[src/rtl/winAddrPkg.sv]
package winAddrPkg;
  localparam int COLS   = 64;
  localparam int ROWS   = 80;
  localparam int COL_W  = $clog2(COLS);
  localparam int ROW_W  = $clog2(ROWS);
  localparam int ADDR_W = $clog2(COLS * ROWS);
  localparam int DATA_W = 8;

  typedef struct packed {
    logic load;   // take new window, jump to origin
    logic step;   // write accepted, advance position
    logic vert;   // column-major stepping for this step
  } stepCtl_t;
endpackage

[src/rtl/winAddrCtrl.sv]
module winAddrCtrl
  import winAddrPkg::*;
(
  input  logic     clk,
  input  logic     rst_n,
  input  logic     byteValid,
  input  logic     winLoad,
  input  logic     colMajor,
  input  logic     redrawAck,
  output stepCtl_t ctl,
  output logic     redrawPending
);
  // a window load always wins over a data byte in the same cycle
  always_comb begin
    ctl.load = winLoad;
    ctl.step = byteValid & ~winLoad;
    ctl.vert = colMajor;
  end

  always_ff @(posedge clk) begin
    if (!rst_n)          redrawPending <= 1'b0;
    else if (ctl.step)   redrawPending <= 1'b1;
    else if (redrawAck)  redrawPending <= 1'b0;
  end

  p_load_wins_r8: assert property (@(posedge clk) disable iff (!rst_n)
    winLoad |-> !ctl.step);
  p_dirty_set_r9: assert property (@(posedge clk) disable iff (!rst_n)
    ctl.step |=> redrawPending);
  p_dirty_clr_r9: assert property (@(posedge clk) disable iff (!rst_n)
    (redrawAck && !ctl.step) |=> !redrawPending);
endmodule

[src/rtl/winAddrPath.sv]
module winAddrPath
  import winAddrPkg::*;
(
  input  logic              clk,
  input  logic              rst_n,
  input  stepCtl_t          ctl,
  input  logic [COL_W-1:0]  colFirst,
  input  logic [COL_W-1:0]  colLast,
  input  logic [ROW_W-1:0]  rowFirst,
  input  logic [ROW_W-1:0]  rowLast,
  output logic [ADDR_W-1:0] curAddr
);
  logic [COL_W-1:0] col, colStart, colEnd, colNext;
  logic [ROW_W-1:0] row, rowStart, rowEnd, rowNext;
  logic [ROW_W-1:0] rowFirstMod, rowLastMod;
  logic [COL_W:0]   colPlus, colTmp;
  logic [ROW_W:0]   rowPlus, rowTmp;
  logic             colAtEnd, rowAtEnd;

  // fold row bounds into the 0..ROWS-1 range
  always_comb begin
    rowFirstMod = (int'(rowFirst) >= ROWS) ? ROW_W'(int'(rowFirst) - ROWS) : rowFirst;
    rowLastMod  = (int'(rowLast)  >= ROWS) ? ROW_W'(int'(rowLast)  - ROWS) : rowLast;
  end

  always_comb begin
    colAtEnd = (col >= colEnd);
    rowAtEnd = (row >= rowEnd);
    colPlus  = {1'b0, col} + 1'b1;
    rowPlus  = {1'b0, row} + 1'b1;
    colTmp   = {1'b0, col};
    rowTmp   = {1'b0, row};
    if (ctl.vert) begin
      rowNext = rowAtEnd ? rowStart : rowPlus[ROW_W-1:0];
      colTmp  = rowAtEnd ? colPlus : {1'b0, col};
      colNext = (colTmp > {1'b0, colEnd}) ? colStart : colTmp[COL_W-1:0];
    end else begin
      colNext = colAtEnd ? colStart : colPlus[COL_W-1:0];
      rowTmp  = colAtEnd ? rowPlus : {1'b0, row};
      rowNext = (rowTmp > {1'b0, rowEnd}) ? rowStart : rowTmp[ROW_W-1:0];
    end
  end

  always_ff @(posedge clk) begin
    if (!rst_n) begin
      col      <= '0;
      row      <= '0;
      colStart <= '0;
      rowStart <= '0;
      colEnd   <= COL_W'(COLS - 1);
      rowEnd   <= ROW_W'(ROWS - 1);
    end else if (ctl.load) begin
      colStart <= colFirst;
      colEnd   <= colLast;
      rowStart <= rowFirstMod;
      rowEnd   <= rowLastMod;
      col      <= colFirst;
      row      <= rowFirstMod;
    end else if (ctl.step) begin
      col <= colNext;
      row <= rowNext;
    end
  end

  assign curAddr = ADDR_W'(row) * ADDR_W'(COLS) + ADDR_W'(col);

  p_row_range_r7: assert property (@(posedge clk) disable iff (!rst_n)
    int'(row) < ROWS);
  p_load_origin_r7: assert property (@(posedge clk) disable iff (!rst_n)
    ctl.load |=> (col == colStart && row == rowStart));
  p_hwrap_r4: assert property (@(posedge clk) disable iff (!rst_n)
    (ctl.step && !ctl.load && !ctl.vert && colAtEnd) |=> (col == colStart));
  p_vstep_r6: assert property (@(posedge clk) disable iff (!rst_n)
    (ctl.step && !ctl.load && ctl.vert && !rowAtEnd) |=> (row == $past(row) + 1'b1 && $stable(col)));
endmodule

[src/rtl/winAddrTop.sv]
module winAddrTop
  import winAddrPkg::*;
(
  input  logic              clk,
  input  logic              rst_n,
  input  logic              byteValid,
  input  logic [DATA_W-1:0] byteIn,
  input  logic              colMajor,
  input  logic              winLoad,
  input  logic [COL_W-1:0]  colFirst,
  input  logic [COL_W-1:0]  colLast,
  input  logic [ROW_W-1:0]  rowFirst,
  input  logic [ROW_W-1:0]  rowLast,
  input  logic              redrawAck,
  output logic              memWe,
  output logic [ADDR_W-1:0] memAddr,
  output logic [DATA_W-1:0] memData,
  output logic              redrawPending
);
  stepCtl_t ctl;

  winAddrCtrl u_ctrl (
    .clk(clk), .rst_n(rst_n), .byteValid(byteValid), .winLoad(winLoad),
    .colMajor(colMajor), .redrawAck(redrawAck), .ctl(ctl),
    .redrawPending(redrawPending)
  );

  winAddrPath u_path (
    .clk(clk), .rst_n(rst_n), .ctl(ctl), .colFirst(colFirst),
    .colLast(colLast), .rowFirst(rowFirst), .rowLast(rowLast),
    .curAddr(memAddr)
  );

  assign memWe   = ctl.step;
  assign memData = byteIn;

  p_addr_range_r2: assert property (@(posedge clk) disable iff (!rst_n)
    memWe |-> (int'(memAddr) < COLS * ROWS));
endmodule

[config.mk]
export PLATFORM = sky130hd
export DESIGN_NAME = winAddrTop
export DESIGN_NICKNAME = d
export VERILOG_FILES = /design/src/rtl/winAddrPkg.sv /design/src/rtl/winAddrCtrl.sv /design/src/rtl/winAddrPath.sv /design/src/rtl/winAddrTop.sv
export SDC_FILE = /design/constraint.sdc
export NUM_CORES = 1
export LEC_CHECK = 0
export BUFFER_PORTS_ARGS = -buffer_cell sky130_fd_sc_hd__buf_2
export CORE_UTILIZATION = 56
export CTS_CLUSTER_SIZE = 30
export DETAILED_ROUTE_END_ITERATION = 8
export MAX_ROUTING_LAYER = met4
export PLACE_DENSITY = 0.88
export RECOVER_POWER = 50
export SLEW_MARGIN = 20
export SYNTH_ARGS = -nofsm -noshare
export SYNTH_HDL_FRONTEND = slang
export SYNTH_SLANG_ARGS = --single-unit
[constraint.sdc]
create_clock -name clk -period 4.96 [get_ports clk]
set_clock_uncertainty 0.05 [all_clocks]
set_input_delay 0.992 -clock clk [delete_from_list [all_inputs] [get_ports clk]]
set_output_delay 0.992 -clock clk [all_outputs]
set_load 0.005 [all_outputs]
; ---- Word level (Yosys, flattened, before mapping)
; Cells that the tools add are included.
[totals]
ff_bits = 40
in_bits = 40
[classes]
n_addsub = 5
order_cmp = 6
n_mux = 16
bitwise = 2
reduce_logical = 2
[ops]
columns = operator, count
row1 = 7-bit 2-to-1 mux, 8
row2 = 6-bit 2-to-1 mux, 5
row3 = "7-bit >= comparator, second input constant", 2
row4 = "7-bit subtractor, second input constant", 2
row5 = 13-bit by 6-bit adder with 13-bit output, 1
row6 = "7-bit by 1-bit adder with 8-bit output, second input constant", 1
row7 = 8-bit by 7-bit greater-than comparator with 1-bit output, 1
row8 = 8-bit 2-to-1 mux, 1
row9 = "6-bit by 1-bit adder with 7-bit output, second input constant", 1
row10 = 7-bit >= comparator, 1
row11 = 7-bit by 6-bit greater-than comparator with 1-bit output, 1
row12 = 6-bit >= comparator, 1
row13 = 2-bit nonzero test, 2
row14 = 1-bit 2-to-1 mux, 2
row15 = 1-bit AND, 1
row16 = 1-bit NOT, 1

; ---- Longest topological paths before layout
[logic_depth]
ltp_word = 7
mapped_depth = 15
mapped_depth_nobuf = 15

; ---- Cells and area by module
; Synthesis repeated with hierarchy kept, for this count alone.
[unflattened]
hier_cells = 386
hier_area_um2 = 3155.5
[modules_own_cells]
columns = module, n_inst, cells_per_inst, area_each_um2, seq_area_each_um2
row1 = winAddrPath, 1, 372, 3032.9, 780.7
row2 = winAddrCtrl, 1, 6, 62.6, 20.0
row3 = winAddrTop, 1, 8, 60.1, 0.0

; ---- Worst setup path before layout
; Ideal clock, no wire load.
[synth_timing]
path_kind = reg-to-reg
startpoint = register u_path.col[0]
endpoint = register u_path.row[0]
setup_time_ns = 0.074
arrival_ns = 3.464
required_ns = 4.836
setup_slack_ns = 1.371
stages_incl_launch_ff = 16
n_path_buf = 1
path_cell_list = dfxtp_1 -> inv_1 -> ha_1 -> nor2b_1 -> o21ai_0 -> a221oi_2 -> buf_2 -> nor3_1 -> or2_2 -> ha_1 -> a211o_1 -> o211ai_1 -> nand3_1 -> a22oi_2 -> mux2_2 -> o21ai_0
[synth_between]
elab_chain_len = 7
[synth_rtl]
columns = element, line
row1 = start: declaration, winAddrPath.sv:13  ; logic [COL_W-1:0] col, colStart, colEnd, colNext;
row2 = start signal: assignment, winAddrPath.sv:57  ; col <= colFirst;
row3 = start signal: assignment, winAddrPath.sv:60  ; col <= colNext;
row4 = 6-bit >= comparator *, winAddrPath.sv:27  ; colAtEnd = (col >= colEnd);
row5 = 8-bit 2-to-1 mux *, winAddrPath.sv:39  ; rowTmp = colAtEnd ? rowPlus : {1'b0, row};
row6 = 8-bit by 7-bit greater-than comparator with 1-bit output, winAddrPath.sv:40  ; rowNext = (rowTmp > {1'b0, rowEnd}) ? rowStart : rowTmp[ROW_W-1:0];
row7 = 7-bit 2-to-1 mux *, winAddrPath.sv:40
row8 = 7-bit 2-to-1 mux *, winAddrPath.sv:33  ; if (ctl.vert) begin
row9 = 7-bit 2-to-1 mux *, winAddrPath.sv:59  ; end else if (ctl.step) begin
row10 = 7-bit 2-to-1 mux *, winAddrPath.sv:52  ; end else if (ctl.load) begin
row11 = end signal: assignment, winAddrPath.sv:58  ; row <= rowFirstMod;
row12 = end signal: assignment, winAddrPath.sv:61  ; row <= rowNext;
row13 = end: declaration, winAddrPath.sv:14  ; logic [ROW_W-1:0] row, rowStart, rowEnd, rowNext;
; Mark *: on every way between the ends. The rest lies on a longest branch, timed or not. The select of a mux whose other input is x is not followed.
; A chain may end at the register's enable or synchronous reset.

; ---- Worst setup path after layout
[layout_timing]
startpoint = register u_path.row[5]
endpoint = register u_path.col[0]
[layout_between]
elab_chain_len = 7
[layout_rtl]
columns = element, line
row1 = 7-bit >= comparator *, winAddrPath.sv:28  ; rowAtEnd = (row >= rowEnd);
row2 = 7-bit 2-to-1 mux *, winAddrPath.sv:35  ; colTmp = rowAtEnd ? colPlus : {1'b0, col};
row3 = 7-bit by 6-bit greater-than comparator with 1-bit output, winAddrPath.sv:36  ; colNext = (colTmp > {1'b0, colEnd}) ? colStart : colTmp[COL_W-1:0];
row4 = 6-bit 2-to-1 mux *, winAddrPath.sv:36
row5 = 6-bit 2-to-1 mux *, winAddrPath.sv:33
row6 = 6-bit 2-to-1 mux *, winAddrPath.sv:59
row7 = 6-bit 2-to-1 mux *, winAddrPath.sv:52
; Marked as above.

==> results by group <==
Outcome
  – Run status: finished with violations
  – Failing checks: max-capacitance violations, max-slew violations

Setup path
  – Total number of cells along the worst setup path: 13
  – Cell count of the worst reg-to-reg path: 13
  – Number of buffer and inverter stages on the critical path: 0
  – Origin of the worst setup path: u_path.row[5]$_SDFFE_PN0P_
  – Launching element type of the critical path: flop
  – Arr. time, crit path: ~4300 ps
  – Cell breakdown of the critical path: ha_1 -> a21o_1 -> a221o_1 -> a31oi_4 -> nor2_1 -> xnor2_1 -> ha_1 -> a21o_1 -> a21oi_1 -> a21o_1 -> o31a_1 -> mux2_4 -> a311oi_2
  – RR Startpoint: u_path.row[5]$_SDFFE_PN0P_
  – Kind of capture point of the worst setup path: flop
  – Required time of the critical path: just over 5000 ps
  – Maximum cell stage delay along the critical path: around 540 ps
  – Most common cell type on the critical path: sky130_fd_sc_hd__a21o_1
  – Kind of critical path: flop to flop
  – Worst-path maximum fanout: 19
  – Worst reg-to-reg setup slack: approximately 840 ps
  – R2r endpoint: u_path.col[0]$_SDFFE_PN0P_
  – Top delay family on crit path: compound AO/OA/AOI/OAI gates
  – Slowest-stage cell, CP: sky130_fd_sc_hd__a31oi_4

Logic synthesis
  – Cell types occupying the most area after synthesis: sky130_fd_sc_hd__dfxtp_1 26%, sky130_fd_sc_hd__ha_1 13%, sky130_fd_sc_hd__mux2i_1 5.1%
  – Gate Count Post-Synth: about 380
  – Syn_nets: between 400 and 500
  – Share of the yosys chip area belonging to registers: about a quarter
  – Synth warn: 0
  – Number of synthesized flops with an enable pin: 0
  – Top FF cell, synth: sky130_fd_sc_hd__dfxtp_1
  – Mean instance size in the synthesized netlist: about 8.2 um^2
  – Synth top area share: 25.6%
  – Biggest area consumer among synthesized cells: sky130_fd_sc_hd__dfxtp_1
  – Share of async-settable or async-resettable flops after synthesis: 0%
  – Area of the mapped netlist: 3130 um^2
  – Number of synthesized register bits: 40
  – Count of distinct cell types in the synthesized netlist: 64

CTS
  – H-tree lvl count: 2
  – Clock latency of the later-clocked register in the worst-skew pair: ~300 ps
  – TritonCTS clock tree: built
  – Clock root cell: sky130_fd_sc_hd__clkbuf_8
  – Number of buffers added for setup after CTS: 0
  – Post-cts hold buffer count: 0
  – TritonCTS buffer count: 5
  – Clock input transition at the sequential cells of the worst setup and hold paths: approximately 80 ps
  – Post-cts sizing count: 0
  – Maximum number of buffers from clock root to sink: 2
  – Sink Count: 40

STA
  – Setup repair after global routing missed its margin: no
  – Final total negative setup slack: 0 ps
  – Top achievable clock speed: around 0.24 GHz
  – Final Cycle Share: between 80 and 90%
  – Transition time at the pin with the least slew margin: between 2000 and 2500 ps
  – Tightest slew margin relative to the limit: -45.4%
  – Final hold violation count: 0
  – Max-slew violation total from the final report: 48
  – Final setup fails: 0
  – Crit path time final: a little over 4000 ps

Global routing
  – Wire length of the first global-routing pass: roughly 13 mm
  – Via count of the first global-routing pass: about 2800
  – Initial antenna violation count: 0
  – Remaining global-route overflow: 0
  – Total GRT Usage: 29.2%
  – Largest net degree at the start of global routing: 48

Floorplanning
  – Die ar.: between 5000 and 6000 um^2
  – Height of the chip: 76.7 um
  – # IOs: between 60 and 70
  – Placeable core area: between 5000 and 6000 um^2
  – Row Count: 26
  – Die width: between 70 and 80 um
  – Starting utilization of the core area: 59.7%

Drt
  – Post-DR vias/cell: ~6.3
  – Number of vias after detailed routing: 3050
  – Avg WL per Cell: around 17 um
  – DRT Pass-1 Iters: 6
  – Number of remaining DRC errors: 0
  – Drt initial violations: 197
  – Number of nets still failing antenna checks after routing: 0
  – Final WL: around 8.2 mm

Placement
  – Routability congestion estimate from global placement: roughly 0.9
  – Port Buf Inserts: 46
  – Hpwl dp: about 5.7 mm

Hold path
  – Start point of the worst min-delay path: u_path.rowStart[0]$_SDFFE_PN0P_
  – Number of stages on the worst hold path: 2
  – Type of the worst min-delay path: flop to flop
  – End point of the worst hold path: u_path.rowStart[0]$_SDFFE_PN0P_

Pwr
  – Areal power density over the cells: about 260 nW/um^2
  – Leakage power of the design: roughly 0.0016 uW
  – Worst supply voltage drop on vdd: ~0.00013 V

Cells and area
  – Area added between synthesis and finish: 10.6%
  – Utilization after layout: between 60% and 70%
  – Fraction of final layout cells sized beyond drive strength 1: between 10% and 20%
  – Antenna fix cells: 0
  – Final net count: a little under 500

Run
  – Max Cap Viol: 1
worst register-to-register path, delay by kind of cell, from the launching register on:
family          cells  cell delay, ps
xor+xnor            1             170
fa+ha+maj           2             600
mux                 1             340
simple gates        1             170
compound gates      8            2250
flops               1             470
logic make-up after synthesis:
| logic type | count (synthesis) | synth area share, % |
|---|---|---|
| buf+inv | 50 | 7.13 |
| simple gates | 120 | 18.1 |
| flops | 40 | 25.6 |
| compound gates | 101 | 24.0 |
| xor+xnor | 15 | 4.20 |
| mux | 24 | 8.13 |
| fa+ha+maj | 32 | 12.8 |
where the power goes:
part | total (uW) | internal (uW) | switching [uW]
Combinational | 232 | 101 | 131
Clock | 299 | 178 | 121
Sequential | 369 | 343 | 26.1
Total | 899 | 622 | 278
cell usage in the layout, fill, tap and decap left out, drive strengths merged, types with 3 or more instances in the layout:
cell type and n:
nand2 42, buf 41, dfxtp 40, ha 32, nor2 30, inv 25
o21ai 17, mux2i 16, a21oi 15, o211ai 15, clkbuf 15, nand3 9
xnor2 9, nor3 9, mux2 8, a22oi 7, a21o 6, xor2 6
or2 5, nor2b 4, nor4 4, a311oi 4, a31oi 4, a221o 3
or3 3, o21a 3, nand2b 3, o211a 3, a22o 3, o311ai 3
and3 3
cell usage after synthesis, drive strengths merged, types with 2 or more instances:
cell	number
a31o	2
o311ai	3
a221o	3
o211a	3
xor2	6
buf	12
xnor2	9
o211ai	15
ha	32
nor2b	4
nand3	9
a31oi	4
o31a	2
nand2	42
a22oi	7
inv	25
or3	3
o21ai	17
or2	5
nand2b	3
mux2i	16
dfxtp	40
a21o	6
nor2	30
and3	3
mux2	8
clkbuf	11
nor4	4
o21a	3
a221oi	2
nor3	9
a21oi	15
a311oi	4
clkinv	2
a22o	3
flip-flops by register name, indices dropped and copies added (netlist names):
register,flops
u_path.col,6
u_path.rowStart,7
u_path.row,7
u_path.rowEnd,7
u_ctrl.redrawPending,1
u_path.colStart,6
u_path.colEnd,6
cell type report:
| class | instances | area (um^2) |
|---|---|---|
| clock buffer | 7 | 96.3 |
| multi-input combinational | 292 | 2100 |
| timing repair buffer | 49 | 239 |
| clock inverter | 1 | 30.0 |
| sequential | 40 | 801 |
| fill | 452 | 1780 |
| tap | 70 | 87.6 |
| inverter | 27 | 101 |
how the worst max path moves through the flow:
stage	end	slack, ps
2_1_floorplan	u_path.row[0]$_SDFFE_PN0P_	1370
3_3_place_gp	u_path.col[2]$_SDFFE_PN0P_	1150
3_5_place_dp	u_path.col[0]$_SDFFE_PN0P_	1020
4_1_cts	u_path.col[0]$_SDFFE_PN0P_	890
5_1_grt	u_path.col[0]$_SDFFE_PN0P_	690
6_report	u_path.col[0]$_SDFFE_PN0P_	840
per-stage QoR:
stage / power (uW) / cell area, um^2 / setup WS, ps / std cells / hold WS (ps)
finish: 899 / 3460 / 839 / 486 / 422
detailed placement: 598 / 3340 / 1020 / 478 / 406
global route: 939 / 3460 / 691 / 486 / 449
floorplan: 534 / 3130 / 1370 / 382 / 391
CTS: 895 / 3470 / 894 / 486 / 419
global placement: 587 / 3340 / 1150 / 478 / 401
layer usage:
| layer | up-vias | track usage [%] | routed length [um] |
|---|---|---|---|
| li1 | 1450 | - | - |
| met1 | 1410 | 38.1 | 3660 |
| met5 | - | - | 0 |
| met3 | 30 | 3.81 | 637 |
| met2 | 160 | 43.9 | 3710 |
| met4 | 0 | 15.4 | 187 |
Power figures use the tool's default switching activity.
